### src/rtl/csq_pkg.sv
package csq_pkg;
  typedef enum logic [2:0] {
    XFER_OFF     = 3'd0,
    XFER_SW      = 3'd1,
    XFER_TMR     = 3'd2,
    XFER_POS     = 3'd3,
    XFER_POS_DLY = 3'd4,
    XFER_ANY     = 3'd5
  } xfer_mode_e;
endpackage

### src/rtl/csq_pos_edge.sv
module csq_pos_edge #(
  parameter int W = 3
) (
  input  logic         clk,
  input  logic         rst_n,
  input  logic [W-1:0] pos_async,
  output logic         pos_evt
);
  logic [W-1:0] s1_q, s2_q, prev_q;

  always_ff @(posedge clk or negedge rst_n) begin
    if (!rst_n) begin
      s1_q   <= '0;
      s2_q   <= '0;
      prev_q <= '0;
    end else begin
      s1_q   <= pos_async;
      s2_q   <= s1_q;
      prev_q <= s2_q;
    end
  end

  assign pos_evt = |(s2_q ^ prev_q);
endmodule

### src/rtl/csq_delay_timer.sv
module csq_delay_timer #(
  parameter int TW = 16
) (
  input  logic          clk,
  input  logic          rst_n,
  input  logic [TW-1:0] reload,
  input  logic          free_run,
  input  logic          start,
  output logic          uflow
);
  logic [TW-1:0] cnt_q;
  logic          armed_q;
  logic          run;

  assign run   = free_run | armed_q;
  assign uflow = run && (cnt_q == '0) && !start;

  always_ff @(posedge clk or negedge rst_n) begin
    if (!rst_n) begin
      cnt_q   <= '0;
      armed_q <= 1'b0;
    end else if (start) begin
      cnt_q   <= reload;
      armed_q <= 1'b1;
    end else if (run) begin
      if (cnt_q == '0) begin
        cnt_q   <= reload;
        armed_q <= 1'b0;
      end else begin
        cnt_q <= cnt_q - 1'b1;
      end
    end
  end
endmodule

### src/rtl/csq_pattern_bank.sv
module csq_pattern_bank #(
  parameter int NUM_BUF = 12,
  parameter int PAT_W   = 6,
  parameter int IDX_W   = 4
) (
  input  logic             clk,
  input  logic             rst_n,
  input  logic             buf_we,
  input  logic [IDX_W-1:0] buf_sel,
  input  logic [PAT_W-1:0] buf_wdata,
  input  logic             sw_load,
  input  logic             hw_load,
  input  logic             commit,
  output logic [PAT_W-1:0] active,
  output logic [IDX_W-1:0] idx
);
  logic [PAT_W-1:0] bank [NUM_BUF];
  logic [PAT_W-1:0] pend_q, active_q;
  logic [IDX_W-1:0] idx_q;

  for (genvar g = 0; g < NUM_BUF; g++) begin : g_slot
    logic [PAT_W-1:0] slot_q;
    always_ff @(posedge clk or negedge rst_n) begin
      if (!rst_n)
        slot_q <= '0;
      else if (buf_we && buf_sel == IDX_W'(g))
        slot_q <= buf_wdata;
    end
    assign bank[g] = slot_q;
  end

  always_ff @(posedge clk or negedge rst_n) begin
    if (!rst_n) begin
      pend_q   <= '0;
      active_q <= '0;
      idx_q    <= '0;
    end else begin
      if (sw_load) begin
        pend_q <= buf_wdata;
      end else if (hw_load) begin
        pend_q <= bank[idx_q];
        idx_q  <= (idx_q == IDX_W'(NUM_BUF - 1)) ? '0 : idx_q + 1'b1;
      end
      if (commit)
        active_q <= pend_q;
    end
  end

  assign active = active_q;
  assign idx    = idx_q;
endmodule

### src/rtl/commutation_seq.sv
module commutation_seq
  import csq_pkg::*;
#(
  parameter int NUM_BUF = 12,
  parameter int PAT_W   = 6,
  parameter int POS_W   = 3,
  parameter int TMR_W   = 16,
  parameter int ADDR_W  = 4
) (
  input  logic              clk,
  input  logic              rst_n,
  input  logic              pwm_in,
  input  logic [POS_W-1:0]  pos_in,
  input  logic              kill_in,
  input  logic              kill_clr,
  input  logic              wr_en,
  input  logic [ADDR_W-1:0] wr_addr,
  input  logic [TMR_W-1:0]  wr_data,
  output logic [PAT_W-1:0]  pat_out
);
  localparam int IDX_W       = $clog2(NUM_BUF);
  localparam int ADDR_RELOAD = NUM_BUF;
  localparam int ADDR_MODE   = NUM_BUF + 1;

  logic [2:0]       mode_q;
  logic [TMR_W-1:0] reload_q;
  logic             pwm_prev_q, pwm_fall;
  logic             kill_lat_q;
  logic             pos_evt, uflow;
  logic             free_run, tmr_start;
  logic             sw_load, hw_load, buf_we;
  logic [PAT_W-1:0] active_pat;
  logic [IDX_W-1:0] buf_idx;

  always_ff @(posedge clk or negedge rst_n) begin
    if (!rst_n) begin
      mode_q     <= XFER_OFF;
      reload_q   <= '0;
      pwm_prev_q <= 1'b0;
      kill_lat_q <= 1'b0;
    end else begin
      if (wr_en && wr_addr == ADDR_W'(ADDR_RELOAD)) reload_q <= wr_data;
      if (wr_en && wr_addr == ADDR_W'(ADDR_MODE))   mode_q   <= wr_data[2:0];
      pwm_prev_q <= pwm_in;
      if (kill_in)       kill_lat_q <= 1'b1;
      else if (kill_clr) kill_lat_q <= 1'b0;
    end
  end

  assign pwm_fall  = pwm_prev_q & ~pwm_in;
  assign free_run  = (mode_q == XFER_TMR) || (mode_q == XFER_ANY);
  assign tmr_start = (mode_q == XFER_POS_DLY) && pos_evt;
  assign buf_we    = wr_en && (wr_addr < ADDR_W'(NUM_BUF));
  assign sw_load   = wr_en && (wr_addr == '0) && (mode_q == XFER_SW);
  assign hw_load   = (uflow && (mode_q == XFER_TMR || mode_q == XFER_POS_DLY ||
                                mode_q == XFER_ANY))
                   || (pos_evt && (mode_q == XFER_POS || mode_q == XFER_ANY));

  csq_pos_edge #(.W(POS_W)) u_pos (
    .clk(clk), .rst_n(rst_n), .pos_async(pos_in), .pos_evt(pos_evt)
  );

  csq_delay_timer #(.TW(TMR_W)) u_tmr (
    .clk(clk), .rst_n(rst_n), .reload(reload_q), .free_run(free_run),
    .start(tmr_start), .uflow(uflow)
  );

  csq_pattern_bank #(.NUM_BUF(NUM_BUF), .PAT_W(PAT_W), .IDX_W(IDX_W)) u_bank (
    .clk(clk), .rst_n(rst_n), .buf_we(buf_we), .buf_sel(IDX_W'(wr_addr)),
    .buf_wdata(wr_data[PAT_W-1:0]), .sw_load(sw_load), .hw_load(hw_load),
    .commit(pwm_fall), .active(active_pat), .idx(buf_idx)
  );

  assign pat_out = (kill_in | kill_lat_q) ? '0 : (active_pat & {PAT_W{pwm_in}});
endmodule

### config.mk
export PLATFORM = sky130hd
export DESIGN_NAME = commutation_seq
export DESIGN_NICKNAME = d
export VERILOG_FILES = /design/src/rtl/csq_pkg.sv /design/src/rtl/csq_pos_edge.sv /design/src/rtl/csq_delay_timer.sv /design/src/rtl/csq_pattern_bank.sv /design/src/rtl/commutation_seq.sv
export SDC_FILE = /design/constraint.sdc
export NUM_CORES = 1
export LEC_CHECK = 0
export CORE_UTILIZATION = 49
export DETAILED_ROUTE_END_ITERATION = 10
export HOLD_SLACK_MARGIN = 0.08
export PLACE_DENSITY = 0.79
export SYNTH_ARGS = -nofsm -noshare
export SYNTH_HDL_FRONTEND = slang
export SYNTH_HIERARCHICAL = 1
export SYNTH_SLANG_ARGS = --single-unit
### constraint.sdc
create_clock -name clk -period 7.1 [get_ports clk]
set_input_delay 0.71 -clock clk [delete_from_list [all_inputs] [get_ports clk]]
set_output_delay 0.71 -clock clk [all_outputs]
set_load 0.1 [all_outputs]
* Word-level counts from Yosys, hierarchy flattened
Cells that the tools add are included.
** Operators by class
- $add $sub $neg :: 2
- Bitwise operators :: 8
- Reductions and logical operators :: 37
- Muxes and demuxes :: 15
- Equal/unequal tests :: 19
- $lt $le $gt $ge :: 2
** Operator list (count)
- $mux W16 :: 3
- $mux W6 :: 5
- $eq A4 B4 Y1 const B :: 7
- $bmux W6 S4 :: 1
- $logic_and A1 B1 Y1 :: 22
- $eq A4 B3 Y1 const B :: 4
- $logic_not A16 Y1 :: 1
- $sub A16 B1 Y16 const B :: 1
- $eq A4 B2 Y1 const B :: 2
- $reduce_bool A2 Y1 :: 4
- $and A6 B6 Y6 :: 1
- $eq A3 B2 Y1 const B :: 2
- $eq A3 B3 Y1 const B :: 2
- $ge A5 B5 Y1 const B :: 1
- $logic_or A1 B1 Y1 :: 5
- $mux W1 :: 5
- $not A4 Y5 :: 1
- $add A4 B1 Y4 const B :: 1
- $eq A4 B1 Y1 const B :: 1
- $logic_not A4 Y1 :: 1
- $lt A4 B4 Y1 const B :: 1
- $mux W4 :: 1
- $reduce_and A2 Y1 :: 2
- $eq A3 B1 Y1 const B :: 1
- 6 further kinds :: 8
** Word-level totals
- Register bits :: 135
- Bits of input ports :: 29
- Output and inout bits :: 6
- Word-level logic and storage cells :: 107

* Longest topological paths before layout
- Word-level depth :: 9
- Gate-level depth with buffers :: 11
- Gate-level depth less buffers :: 11

* Cells and area by module
The synthesis kept the hierarchy.
** Modules (own cells, without submodules)
- csq_pattern_bank :: instances 1, cells an instance 273, sequential area each 2202.1 sq um, area each 4002.6 sq um
- csq_delay_timer :: instances 1, cells an instance 142, sequential area each 425.4 sq um, area each 1227.4 sq um
- commutation_seq :: instances 1, cells an instance 66, sequential area each 525.5 sq um, area each 979.7 sq um
- csq_pos_edge :: instances 1, cells an instance 13, sequential area each 225.2 sq um, area each 256.5 sq um

* Worst setup path after synthesis
Ideal clock, no wire load.
- Path type :: reg2reg
- Start :: register u_tmr.cnt_q[0]
- End :: register u_bank.pend_q[4]
- Slack :: 4.397 ns
- Setup time :: 0.083 ns
- Period minus slack after synthesis :: 2.703 ns
- Cell stages (with the launch flop) :: 12
- Arrival :: 2.620 ns
- Path buffers :: 0
- Cells stage by stage :: dfrtp_1 > inv_1 > ha_1 > nor4b_2 > and4_4 > nand2_1 > nor3_1 > a21oi_1 > nor3_1 > nor4bb_1 > a222oi_1 > o21ai_0
** Between the ends
- Longest elaborated chain between the ends :: 6
** RTL lines
- from (decl) :: line csq_delay_timer.sv:11 : logic [TW-1:0] cnt_q;
- from (signal assigned) :: line csq_delay_timer.sv:23 : cnt_q <= reload;
- from (signal assigned) :: line csq_delay_timer.sv:27 : cnt_q <= reload;
- from (signal assigned) :: line csq_delay_timer.sv:30 : cnt_q <= cnt_q - 1'b1;
- $logic_not A16 Y1 :: line csq_delay_timer.sv:16 : assign uflow = run && (cnt_q == '0) && !start;
- $logic_and A1 B1 Y1 (2 in series) :: line csq_delay_timer.sv:16
- via uflow :: line commutation_seq.sv:29 : logic pos_evt, uflow;
- $logic_and A1 B1 Y1 :: line commutation_seq.sv:55 : assign hw_load = (uflow && (mode_q == XFER_TMR || mode_q == XFER_POS_DLY ||
- $logic_or A1 B1 Y1 :: line commutation_seq.sv:57 : || (pos_evt && (mode_q == XFER_POS || mode_q == XFER_ANY));
- via hw_load :: line commutation_seq.sv:31 : logic sw_load, hw_load, buf_we;
- $reduce_bool A2 Y1 (no line)
- to (signal assigned) :: line csq_pattern_bank.sv:39 : pend_q <= buf_wdata;
- to (signal assigned) :: line csq_pattern_bank.sv:41 : pend_q <= bank[idx_q];
- to (decl) :: line csq_pattern_bank.sv:18 : logic [PAT_W-1:0] pend_q, active_q;
The timed path passes the listed nets, and every way through them passes these cells.
A chain may end at the register's enable or synchronous reset.

* Final worst setup path
- Start :: input port pwm_in
- End :: output port pat_out[0]
** Between the ends
- Longest elaborated chain between the ends :: 2
** RTL lines
- from (decl) :: line commutation_seq.sv:12 : input logic pwm_in,
- $and A6 B6 Y6 :: line commutation_seq.sv:74 : assign pat_out = (kill_in | kill_lat_q) ? '0 : (active_pat & {PAT_W{pwm_in}});
- $mux W6 :: line commutation_seq.sv:74
- to (decl) :: line commutation_seq.sv:19 : output logic [PAT_W-1:0] pat_out
Every way passes these cells.

==> out/results.ini <==
[timing]
fmax_mhz=269
min_period_ns=3.72
grt_setup_unrepaired=no
drv_slew=0
hold_violations=0
whs_ns=0.349
slew_headroom=0.207
final-setup-viol-count=0
worst_slack_ns=3.38
post-route-period-util=0.524
fin_setup_tns_ns=0
tightest_slew_ns=1.17
fin_worst_skew_ns=0.00653

[status]
outcome=complete, no violations

[floorplanning]
coreArea_sq_mm=0.0127
die_area_sq_mm=0.0137
die_h_um=117
core.rowCount=41
initial_core_util=0.508
pin_count=35
die_w_um=117

[clock_tree]
clock_tree.root_cell=clkbuf_16
cts_sinks=135
postCtsSetupBuffers=0
post_cts_resized=0
cts_made_buffers=17
tritoncts=done
cts.clk_slew.worst_paths_ns=0.05
cts_buffer_depth=2
cts_htree_levels=4
worstSkewPairLatency_ns=0.42
cts_hold_buffers=0

[synth]
syn-instance-count=494
syn_area_sq_mm=0.00647
synth_fp_nets=526
synth_edf_count=0
yosysTopAreaCellShare=0.522
avgSynthCellArea_sq_um=13.1
synth.most_common_cell=dfrtp_1
synth_cell_types=64
synth.area.top_cells=dfrtp_1, mux2_2, mux4_2, mux2_4, nand2_1
async_reset_ff_frac=1.00
synth-main-ff-cell=dfrtp_1
yosys_warnings=6
synth_seq_area_share=0.522
synth_seq_cells=135
synth_commonest_cells=dfrtp_1, mux2_2, nand2_1
yosysTopAreaCell=dfrtp_1

[worst_setup_path]
rr_startpoint=u_tmr/cnt_q[0]$_DFFE_PN0P_
arrival_ns=3.01
startpoint_type=input pin
r2r_end=u_bank/pend_q[4]$_DFFE_PN0P_
crit_fanout=6
worstRegToRegCells=11
rrSetupSlack_ns=3.73
crit_path_end_kind=primary output
criticalPathCategory=input pin to primary output
critPathRequiredTime_ns=6.39

[global_routing]
antenna_found_initial=0
grt.overflow.total=0
first_global_vias=4315
track_usage=0.219
grt_pass1_wl_um=22000
grt_start_max_net_pins=74

[power]
ir_drop_mv=0.178
cellLeakagePower_uw=0.00314
powerDensity_mw_per_mm2=367

[route]
detailroute.via_count=4170
final_antenna_net_count=0
avgViaCountPerCell=5.92
wl_um=13300
wl_per_cell_um=18.9
post-route-drc-count=0
drtPass1Iterations=7
first_iter_violations=301

[placed_design]
post-place-ws_ns=3.30
port_buffers=34
place_inst=674
place.gp.congestion=0.854
place_hpwl_um=8940

[hold_path]
hold_path_end=u_pos/s2_q[2]$_DFF_PN0_
hold_depth=0
hp-start=u_pos/s1_q[2]$_DFF_PN0_
hold_class=register to register

[job]
drv_cap=0

[finish]
area_growth_pct=14.7
antennaDiodeCount=0
nNetsFinal=553
layout-drive-gt1-share=0.316
stdcell_count=704

## flip-flops by register name, indices dropped and copies added (netlist names)
| signal | count |
|---|---|
| u_pos/s1_q | 3 |
| u_pos/prev_q | 3 |
| mode_q | 3 |
| u_bank/idx | 4 |
| u_bank/active | 6 |
| reload_q | 16 |
| u_bank/g_slot.slot_q | 72 |
| u_tmr/armed_q | 1 |
| u_bank/pend_q | 6 |
| u_tmr/cnt_q | 16 |
| u_pos/s2_q | 3 |
| pwm_prev_q | 1 |
| kill_lat_q | 1 |
## cell families (layout without fill, tap and decap cells)
| logic type | count (synthesis) | after routing | synth area share |
|---|---|---|---|
| AOI/OAI and AO/OA | 70 | 70 | 0.0755 |
| xor gates and xnor gates | 4 | 4 | 0.00542 |
| adders and majority gates | 3 | 3 | 0.00581 |
| buffers and inverters | 36 | 74 | 0.0310 |
| DFF | 135 | 135 | 0.522 |
| muxes | 128 | 128 | 0.250 |
| and+or+nand+nor | 118 | 118 | 0.110 |
## how the worst max path moves through the flow
stage                          startpoint                            to  slack, ns  cells past startpoint
3_3_place_gp                       pwm_in                    pat_out[4]       3.35                      4
6_report                           pwm_in                    pat_out[0]       3.38                      4
5_1_grt                            pwm_in                    pat_out[0]       3.18                      4
4_1_cts                            pwm_in                    pat_out[0]       3.30                      4
3_5_place_dp                       pwm_in                    pat_out[0]       3.30                      4
2_1_floorplan  u_tmr/cnt_q[0]$_DFFE_PN0P_  u_bank/pend_q[4]$_DFFE_PN0P_       4.40                     11
## placed cells by master, fill, tap and decap left out, types with 3 or more instances in the layout
master	count
and2_1	6
nand2b_1	8
nor3b_1	5
xnor2_1	4
inv_1	8
clkinv_2	5
nor4_1	4
nand3b_1	6
a222oi_1	6
a31oi_1	3
nand2_1	26
o22ai_1	7
clkinvlp_4	3
a21oi_1	8
clkdlybuf4s50_1	33
mux4_2	9
buf_4	3
dfrtp_1	135
mux4_1	3
a2bb2oi_1	4
o21ai_0	18
nand3_1	7
nor3_1	6
o211ai_1	3
nor2b_1	3
mux2_4	10
clkbuf_8	3
or3_1	3
mux2_2	101
nor2_1	20
clkbuf_16	17
or2_2	3
ha_1	3
mux2i_1	5
nand4_1	3
## per-stage QoR
step                      instance area (sq um)  total power, uW  utilization
after floorplan                            6470             1710            -
after global placement                     6870             1860        0.540
after detailed placement                   6870             1900        0.540
after CTS                                  7420             2730        0.583
after global routing                       7420             2860        0.583
final                                      7420             2720        0.583
## critical path, stage by stage
cell             delay (ns)
clkdlybuf4s50_1        0.50
nor3b_1                0.45
and2_1                 0.21
clkdlybuf4s50_1        1.14
## layout make-up
| class | instances | area (sq um) |
|---|---|---|
| Sequential cell | 135 | 3380 |
| Clock buffer | 21 | 470 |
| Tap cell | 172 | 215 |
| Timing Repair Buffer | 36 | 353 |
| Multi-Input combinational cell | 323 | 2890 |
| Fill cell | 1003 | 5300 |
| Clock inverter | 9 | 77.6 |
| Inverter | 8 | 30.0 |
## layer usage
layer,vias up,share of wire,track usage
li1,1890,-,-
met1,2139,0.43,0.267
met2,119,0.51,0.373
met3,22,0.041,0.0505
met4,0,0.018,0.0962
met5,-,0,0
## power by group
group          total, uW  switching, uW  leakage, uW  internal (uW)
registers           1180            196      0.00166            983
clock network        810            309     0.000266            501
logic                730            328      0.00122            403
total               2720            833      0.00314           1890
Power figures use the tool's default switching activity.
